--- config.mk ---
export PLATFORM = sky130hd
export DESIGN_NAME = pcsr_top
export DESIGN_NICKNAME = d
export VERILOG_FILES = /design/src/rtl/priv_csr_pkg.sv /design/src/rtl/pcsr_rst_sync.sv /design/src/rtl/pcsr_status.sv /design/src/rtl/pcsr_irq.sv /design/src/rtl/pcsr_rdmux.sv /design/src/rtl/pcsr_top.sv
export SDC_FILE = /design/constraint.sdc
export NUM_CORES = 1
export LEC_CHECK = 0
export ABC_AREA = 1
export BUFFER_PORTS_ARGS = -buffer_cell sky130_fd_sc_hd__buf_2
export CAP_MARGIN = 20
export CORE_MARGIN = 5
export CORE_UTILIZATION = 44
export DETAILED_ROUTE_END_ITERATION = 8
export PLACE_DENSITY_LB_ADDON = 0.08
export SLEW_MARGIN = 20
export SYNTH_ARGS = -nofsm -noshare
export SYNTH_HDL_FRONTEND = slang
export SYNTH_SLANG_ARGS = --single-unit
--- constraint.sdc ---
create_clock -name clk_i -period 2.9 [get_ports clk_i]
set_clock_uncertainty 0.15 [all_clocks]
set_input_delay 0.145 -clock clk_i [delete_from_list [all_inputs] [get_ports clk_i]]
set_output_delay 0.145 -clock clk_i [all_outputs]
set_load 0.01 [all_outputs]
--- src/rtl/priv_csr_pkg.sv ---
package priv_csr_pkg;
  localparam logic [11:0] ADDR_STAT  = 12'h300;
  localparam logic [11:0] ADDR_IEN   = 12'h304;
  localparam logic [11:0] ADDR_IPEND = 12'h344;

  localparam int POS_WTRAP = 21;
  localparam int POS_PLVL  = 11;
  localparam int POS_SVIE  = 7;
  localparam int POS_GIE   = 3;

  localparam logic [1:0] LVL_M = 2'b11;
  localparam logic [1:0] LVL_U = 2'b00;

  typedef struct packed {
    logic       wtrap;
    logic [1:0] plvl;
    logic       svie;
    logic       gie;
  } stat_t;

  function automatic stat_t stat_from_word(input logic [31:0] w);
    stat_t s;
    s.wtrap = w[POS_WTRAP];
    s.plvl  = w[POS_PLVL+1:POS_PLVL];
    s.svie  = w[POS_SVIE];
    s.gie   = w[POS_GIE];
    return s;
  endfunction

  function automatic logic [31:0] stat_to_word(input stat_t s);
    logic [31:0] w;
    w = '0;
    w[POS_WTRAP]            = s.wtrap;
    w[POS_PLVL+1:POS_PLVL]  = s.plvl;
    w[POS_SVIE]             = s.svie;
    w[POS_GIE]              = s.gie;
    return w;
  endfunction
endpackage

--- src/rtl/pcsr_rst_sync.sv ---
module pcsr_rst_sync #(
  parameter int STAGES = 2
) (
  input  logic clk_i,
  input  logic rst_ni,
  output logic rst_sync_no
);
  logic [STAGES-1:0] sync_q;
  logic [STAGES-1:0] sync_d;

  always_comb begin
    sync_d = {sync_q[STAGES-2:0], 1'b1};
  end

  always_ff @(posedge clk_i or negedge rst_ni) begin
    if (!rst_ni) sync_q <= '0;
    else         sync_q <= sync_d;
  end

  assign rst_sync_no = sync_q[STAGES-1];
endmodule

--- src/rtl/pcsr_status.sv ---
module pcsr_status
  import priv_csr_pkg::*;
(
  input  logic  clk_i,
  input  logic  rst_ni,
  input  logic  wr_en_i,
  input  stat_t wr_val_i,
  input  logic  trap_enter_i,
  input  logic  trap_return_i,
  output stat_t stat_o,
  output logic  priv_m_o
);
  stat_t stat_q, stat_d;
  logic  priv_q, priv_d;
  logic  upd_en;

  // Next state: entry > return > software write
  always_comb begin
    stat_d = stat_q;
    priv_d = priv_q;
    upd_en = 1'b0;
    if (trap_enter_i) begin
      upd_en      = 1'b1;
      stat_d.svie = stat_q.gie;
      stat_d.gie  = 1'b0;
      stat_d.plvl = priv_q ? LVL_M : LVL_U;
      priv_d      = 1'b1;
    end else if (trap_return_i) begin
      upd_en      = 1'b1;
      stat_d.gie  = stat_q.svie;
      stat_d.svie = 1'b1;
      priv_d      = (stat_q.plvl == LVL_M);
      stat_d.plvl = LVL_U;
    end else if (wr_en_i) begin
      upd_en      = 1'b1;
      stat_d      = wr_val_i;
      stat_d.plvl = (wr_val_i.plvl == LVL_M) ? LVL_M : LVL_U;
    end
  end

  always_ff @(posedge clk_i or negedge rst_ni) begin
    if (!rst_ni) begin
      stat_q <= '0;
      priv_q <= 1'b1;
    end else if (upd_en) begin
      stat_q <= stat_d;
      priv_q <= priv_d;
    end
  end

  assign stat_o   = stat_q;
  assign priv_m_o = priv_q;
endmodule

--- src/rtl/pcsr_irq.sv ---
module pcsr_irq #(
  parameter int NUM_IRQ = 8
) (
  input  logic               clk_i,
  input  logic               rst_ni,
  input  logic               en_we_i,
  input  logic [NUM_IRQ-1:0] en_wval_i,
  input  logic [NUM_IRQ-1:0] irq_i,
  output logic [NUM_IRQ-1:0] en_o,
  output logic [NUM_IRQ-1:0] pend_o
);
  logic [NUM_IRQ-1:0] en_q;
  logic [NUM_IRQ-1:0] pend_q;

  for (genvar i = 0; i < NUM_IRQ; i++) begin : g_line
    logic en_d;
    logic pend_d;

    always_comb begin
      en_d   = en_we_i ? en_wval_i[i] : en_q[i];
      pend_d = irq_i[i];
    end

    always_ff @(posedge clk_i or negedge rst_ni) begin
      if (!rst_ni) begin
        en_q[i]   <= 1'b0;
        pend_q[i] <= 1'b0;
      end else begin
        en_q[i]   <= en_d;
        pend_q[i] <= pend_d;
      end
    end
  end

  assign en_o   = en_q;
  assign pend_o = pend_q;
endmodule

--- src/rtl/pcsr_rdmux.sv ---
module pcsr_rdmux
  import priv_csr_pkg::*;
#(
  parameter int NUM_IRQ = 8,
  parameter int IRQ_LSB = 16
) (
  input  logic [11:0]        addr_i,
  input  stat_t              stat_i,
  input  logic [NUM_IRQ-1:0] en_i,
  input  logic [NUM_IRQ-1:0] pend_i,
  output logic [31:0]        rdata_o
);
  logic [31:0] en_word;
  logic [31:0] pend_word;

  always_comb begin
    en_word   = '0;
    pend_word = '0;
    en_word[IRQ_LSB +: NUM_IRQ]   = en_i;
    pend_word[IRQ_LSB +: NUM_IRQ] = pend_i;
  end

  always_comb begin
    case (addr_i)
      ADDR_STAT:  rdata_o = stat_to_word(stat_i);
      ADDR_IEN:   rdata_o = en_word;
      ADDR_IPEND: rdata_o = pend_word;
      default:    rdata_o = '0;
    endcase
  end
endmodule

--- src/rtl/pcsr_top.sv ---
module pcsr_top
  import priv_csr_pkg::*;
#(
  parameter int NUM_IRQ = 8,
  parameter int IRQ_LSB = 16
) (
  input  logic               clk_i,
  input  logic               rst_ni,
  input  logic               csr_we_i,
  input  logic [11:0]        csr_addr_i,
  input  logic [31:0]        csr_wdata_i,
  output logic [31:0]        csr_rdata_o,
  input  logic [NUM_IRQ-1:0] irq_i,
  input  logic               trap_enter_i,
  input  logic               trap_return_i,
  input  logic               wfi_i,
  output logic               priv_m_o,
  output logic               irq_take_o,
  output logic               wfi_illegal_o
);
  logic               rst_int_n;
  logic               stat_we;
  logic               ien_we;
  stat_t              stat;
  logic [NUM_IRQ-1:0] en_vec;
  logic [NUM_IRQ-1:0] pend_vec;
  logic               priv_m;

  pcsr_rst_sync #(.STAGES(2)) u_rst (
    .clk_i       (clk_i),
    .rst_ni      (rst_ni),
    .rst_sync_no (rst_int_n)
  );

  assign stat_we = csr_we_i && (csr_addr_i == ADDR_STAT);
  assign ien_we  = csr_we_i && (csr_addr_i == ADDR_IEN);

  pcsr_status u_stat (
    .clk_i         (clk_i),
    .rst_ni        (rst_int_n),
    .wr_en_i       (stat_we),
    .wr_val_i      (stat_from_word(csr_wdata_i)),
    .trap_enter_i  (trap_enter_i),
    .trap_return_i (trap_return_i),
    .stat_o        (stat),
    .priv_m_o      (priv_m)
  );

  pcsr_irq #(.NUM_IRQ(NUM_IRQ)) u_irq (
    .clk_i     (clk_i),
    .rst_ni    (rst_int_n),
    .en_we_i   (ien_we),
    .en_wval_i (csr_wdata_i[IRQ_LSB +: NUM_IRQ]),
    .irq_i     (irq_i),
    .en_o      (en_vec),
    .pend_o    (pend_vec)
  );

  pcsr_rdmux #(.NUM_IRQ(NUM_IRQ), .IRQ_LSB(IRQ_LSB)) u_rd (
    .addr_i  (csr_addr_i),
    .stat_i  (stat),
    .en_i    (en_vec),
    .pend_i  (pend_vec),
    .rdata_o (csr_rdata_o)
  );

  assign priv_m_o      = priv_m;
  assign irq_take_o    = (|(pend_vec & en_vec)) && (stat.gie || !priv_m);
  assign wfi_illegal_o = wfi_i && stat.wtrap && !priv_m;
endmodule

Word level (Yosys, flattened, before mapping)
Index checks and enable logic that the tools add are counted.
W data, S select, Z words.
{ "word_totals": {"ff_bits": 24, "in_bits": 58, "out_inout_bits": 35} }
{ "classes": {"n_eq_ne": 5, "muxes": 11, "n_bitwise": 3, "reduce_logical": 13} }
{ "op_table": {"columns": ["cell", "n"], "rows": [
  ["$pmux W24 S3", 1],
  ["$eq A12 B10 Y1 const B", 3],
  ["$mux W4", 3],
  ["$and A8 B8 Y8", 1],
  ["$reduce_or A8 Y1", 1],
  ["$logic_and A1 B1 Y1", 5],
  ["$mux W1", 5],
  ["$eq A2 B2 Y1 const B", 2],
  ["$mux W2", 2],
  ["$reduce_and A2 Y1", 2],
  ["$reduce_and A4 Y1", 1],
  ["$reduce_bool A3 Y1", 1],
  ["$not A1 Y1", 2],
  ["$reduce_bool A2 Y1", 1],
  ["$logic_not A1 Y1", 1],
  ["$logic_or A1 B1 Y1", 1]
]} }

Depth between registers and ports, before layout
{ "depth": {"depth_word": 6, "ltp_mapped": 7, "mapped_depth_nobuf": 7} }

Hierarchy
From an unflattened synthesis, not the netlist that was laid out.
{ "unflattened": {"hier_cells": 188, "area_unflattened_um2": 1393.8} }
{ "modules_own_cells": {"columns": ["mod", "instances", "cells_each", "area_each_um2", "seq_area_each_um2"], "rows": [
  ["pcsr_irq", 1, 42, 505.5, 400.4],
  ["pcsr_rdmux", 1, 74, 429.2, 0.0],
  ["pcsr_status", 1, 37, 271.5, 126.4],
  ["pcsr_top", 1, 32, 133.9, 0.0],
  ["pcsr_rst_sync", 1, 3, 53.8, 50.0]
]} }

Worst setup path before layout
OpenSTA, ideal clock, no wires.
{ "synth_path": {"kind": "input -> output", "from": "input csr_addr_i[5]", "to": "output csr_rdata_o[12]", "arrival_ns": 0.983, "required_time_ns": 2.605, "slack_ns": 1.622, "path_stages": 6, "path_cell_list": "nor2_2 > nand2_2 > nor2_2 > nand2_1 > nor2_1 > buf_4"} }
{ "synth_via": {"elab_chain_cells": 2, "word_cells_on_any_way": 4} }
{ "synth_rtl": {"columns": ["item", "line_no", "rtl"], "rows": [
  ["from (decl)", "pcsr_top.sv:10", "input logic [11:0] csr_addr_i,"],
  ["$eq A12 B10 Y1", "pcsr_rdmux.sv:24", "case (addr_i)"],
  ["$pmux W24 S3 (*)", "pcsr_rdmux.sv:24", null],
  ["to (decl)", "pcsr_top.sv:12", "output logic [31:0] csr_rdata_o,"]
]} }
Mark *: on every way between the ends. The rest lies on a longest branch, timed or not.

Worst setup path in the final report
{ "layout_path": {"from": "input trap_enter_i", "to": "register u_stat.priv_q (netlist: u_stat.priv_m_o)"} }
{ "layout_via": {"elab_chain_cells": 2, "word_cells_on_any_way": 4} }
{ "layout_rtl": {"columns": ["item", "line_no", "rtl"], "rows": [
  ["from (decl)", "pcsr_top.sv:14", "input logic trap_enter_i,"],
  ["$reduce_bool A2 Y1 (no line) / $mux W1 (equally long branches)", null, null],
  ["$reduce_and A2 Y1 (no line)", null, null],
  ["to (signal assigned)", "pcsr_status.sv:47", "priv_q <= priv_d;"],
  ["to (decl)", "pcsr_status.sv:14", "logic priv_q, priv_d;"]
]} }
Several ways; a longest one is shown, not always the timed one.
A chain may end at the register's enable or synchronous reset.

==> reports/results.ini <==
[run_status]
outcome = completed

[worst_setup_path]
cp_max_fo = 5
critPathLaunchType = input port
max_stage_delay_ns = 0.58
path_buf_inv = 4
reg2reg_from = u_stat.stat_o[2]$_DFFE_PN0P_
end_kind = flop
cp_common_cell = dlygate4sd3_1
cpMaxStageDelayCell = dlygate4sd3_1
cp_cell_sequence = dlygate4sd3_1 > buf_2 > a21oi_1 > dlygate4sd3_1 > nand2_1 > dlygate4sd3_1
crit_family = buffers and inverters
critical_path_class = in -> reg
crit_arrival_ns = 2.13
crit_start = trap_enter_i
crit_required_ns = 2.99

[timing]
hold_viol = 0
worstMarginPinSlew_ns = 0.816
drv_slew = 0
fin_tns_setup_ns = 0
period_share = 0.703
fmax_mhz = 491
post-route-min-period_ns = 2.04
setup_viol_count_final = 0
grt_setup_unrepaired = no
slew_headroom = 0.456

[logic_synthesis]
synth_area_mm2 = 0.00131
avgSynthCellArea_um2 = 7.98
synth.distinct_cells = 22
synthCells = 164
yosysWarnings = 0
yosysSeqAreaShare = 0.441
yosys_register_bits = 23

[detailed_routing]
drt-initial-drc-count = 44
vias = 1229
wl_um = 3000
drc = 0
firstDrtPassIters = 4
wl_per_cell_um = 11.2
ant_nets = 0
viasPerCell = 4.60

[floorplan]
core-area_mm2 = 0.00281
die_area_mm2 = 0.00417
start_util = 0.467
die_h_um = 64.5
num_rows = 19
fp.dieW_um = 64.5
ios = 93

[clocking]
tritoncts = yes
cts_made_buffers = 3
clk_pin_slew_ns = 0.12
worst_skew_pair.late_latency_ns = 0.30
cts.sinks = 23
cts.repair.resized = 0
cts_buffer_depth = 2
cts.root.buffer_cell = clkbuf_4
h-tree-depth = 1

[pwr]
power_density_mw_per_mm2 = 337
vdd_drop_max_mv = 0.317
leakage_nw = 0.969

[cells_and_area]
fin_nets = 295
drive_above_1_share = 0.297
area_growth_pct = 32.3
num_antenna_cells = 0
final_cell_area_mm2 = 0.00173

[placement]
gp_congestion = 0.769
placedInstanceArea_mm2 = 0.00149
hpwl_um = 2230
io_buffer_count = 52

[hold_path]
holdCritStartpoint = csr_wdata_i[12]
min_path_type = in -> reg

[global_route]
grt_overflow_total = 0
grt_pass1_vias = 1116
grt_pass1_wl_um = 4750
antenna_found_initial = 0
grt_max_degree = 22
grt_usage = 0.143

[job]
cap_violations = 0

## Yosys cell counts
cell type,n,area share
dfrtp_1,22,0.42
buf_6,2,0.017
nand2_1,64,0.18
nand3_1,15,0.057
a21oi_1,2,0.0076
nor3_2,1,0.0076
nand3_2,3,0.023
a211oi_1,1,0.0057
and2_1,1,0.0048
nor3_4,1,0.012
buf_4,21,0.12
and3b_1,1,0.0067
nand4_1,3,0.014
dfstp_2,1,0.020
nor2_1,10,0.029
nand3b_2,1,0.0086
inv_1,4,0.011
nor2_2,6,0.029
a2bb2oi_1,1,0.0067
nand2_2,1,0.0048
buf_2,1,0.0038
conb_1,2,0.0057
## logic make-up (layout without fill, tap and decap cells)
group,count (synthesis),in the layout,synth area share
flip-flops,23,23,0.441
buffers and inverters,28,81,0.153
AND/OR/NAND/NOR,107,107,0.381
other,2,21,0.00574
AO/OA/AOI/OAI,4,4,0.0201
## final timing paths
check,to,slack [ns],cells past startpoint
worst max-delay path,u_stat.priv_m_o$_DFFE_PN1P_,0.86,6
worst min-delay path,u_stat.stat_o[2]$_DFFE_PN0P_,0.01,5
worst max register to register,u_stat.priv_m_o$_DFFE_PN1P_,0.97,4
worst min register to register,u_irq.pend_o[7]$_DFF_PN0_,0.20,0
max in group asynchronous,u_irq.en_o[1]$_DFFE_PN0P_,1.90,0
min in group asynchronous,u_irq.pend_o[7]$_DFF_PN0_,0.20,0
## sequential cells by signal, summed over array words and instances, names as in the netlist
name / cells
u_stat.priv_m_o: 1
u_irq.pend_o: 8
u_stat.stat_o: 4
u_rst.sync_q: 2
u_irq.en_o: 8
## metal layers
layer	routed length [um]	track usage
met5	0	0
met4	19	0.0475
met3	293	0.0345
met2	1450	0.256
met1	1240	0.168
## layout by cell type, fill, tap and decap left out, drive strengths merged
cell / synthesis / layout
a211oi: 1 / 1
a21oi: 2 / 2
a2bb2oi: 1 / 1
and2: 1 / 1
and3b: 1 / 1
buf: 24 / 52
clkbuf: 0 / 3
clkinv: 0 / 1
conb: 2 / 21
dfrtp: 22 / 22
dfstp: 1 / 1
dlygate4sd3: 0 / 21
inv: 4 / 4
nand2: 65 / 65
nand3: 18 / 18
nand3b: 1 / 1
nand4: 3 / 3
nor2: 16 / 16
nor3: 2 / 2
## through the flow
step	power [mW]	utilization	hold WS, ns	instances	worst slack, ns
2_1_floorplan	0.408	-	-0.301	183	1.62
3_3_place_gp	0.423	0.533	-0.220	242	1.30
3_5_place_dp	0.425	0.533	-0.217	242	1.24
4_1_cts	0.592	0.617	0.00100	267	0.908
5_1_grt	0.616	0.617	0.0264	267	0.838
6_report	0.584	0.617	0.0144	267	0.862
## where the power goes
| group | total [mW] | internal [mW] | switching (mW) |
|---|---|---|---|
| combinational | 0.0942 | 0.0477 | 0.0465 |
| clock | 0.141 | 0.0514 | 0.0899 |
| sequential | 0.348 | 0.335 | 0.0132 |
| total | 0.584 | 0.434 | 0.150 |
## repair_timing
action	CTS	global route
hold buffers	21	0
buffers inserted	0	0
endpoints found under the hold margin	20	0
## worst reg2reg max path: stages (launching register included)
cell	delay (ns)
dfrtp_1	0.41
a21oi_1	0.13
dlygate4sd3_1	0.58
nand2_1	0.05
dlygate4sd3_1	0.55
## area by class of cell
class | count | area [um^2]
flip-flops and latches | 23 | 577
multi-input cells | 132 | 603
clock buffers | 3 | 22.5
inverters | 4 | 15.0
well taps | 31 | 38.8
fillers | 248 | 1070
clock inverters | 1 | 5.00
repair buffers | 73 | 470
No activity file was read; power rests on OpenSTA's default activity.
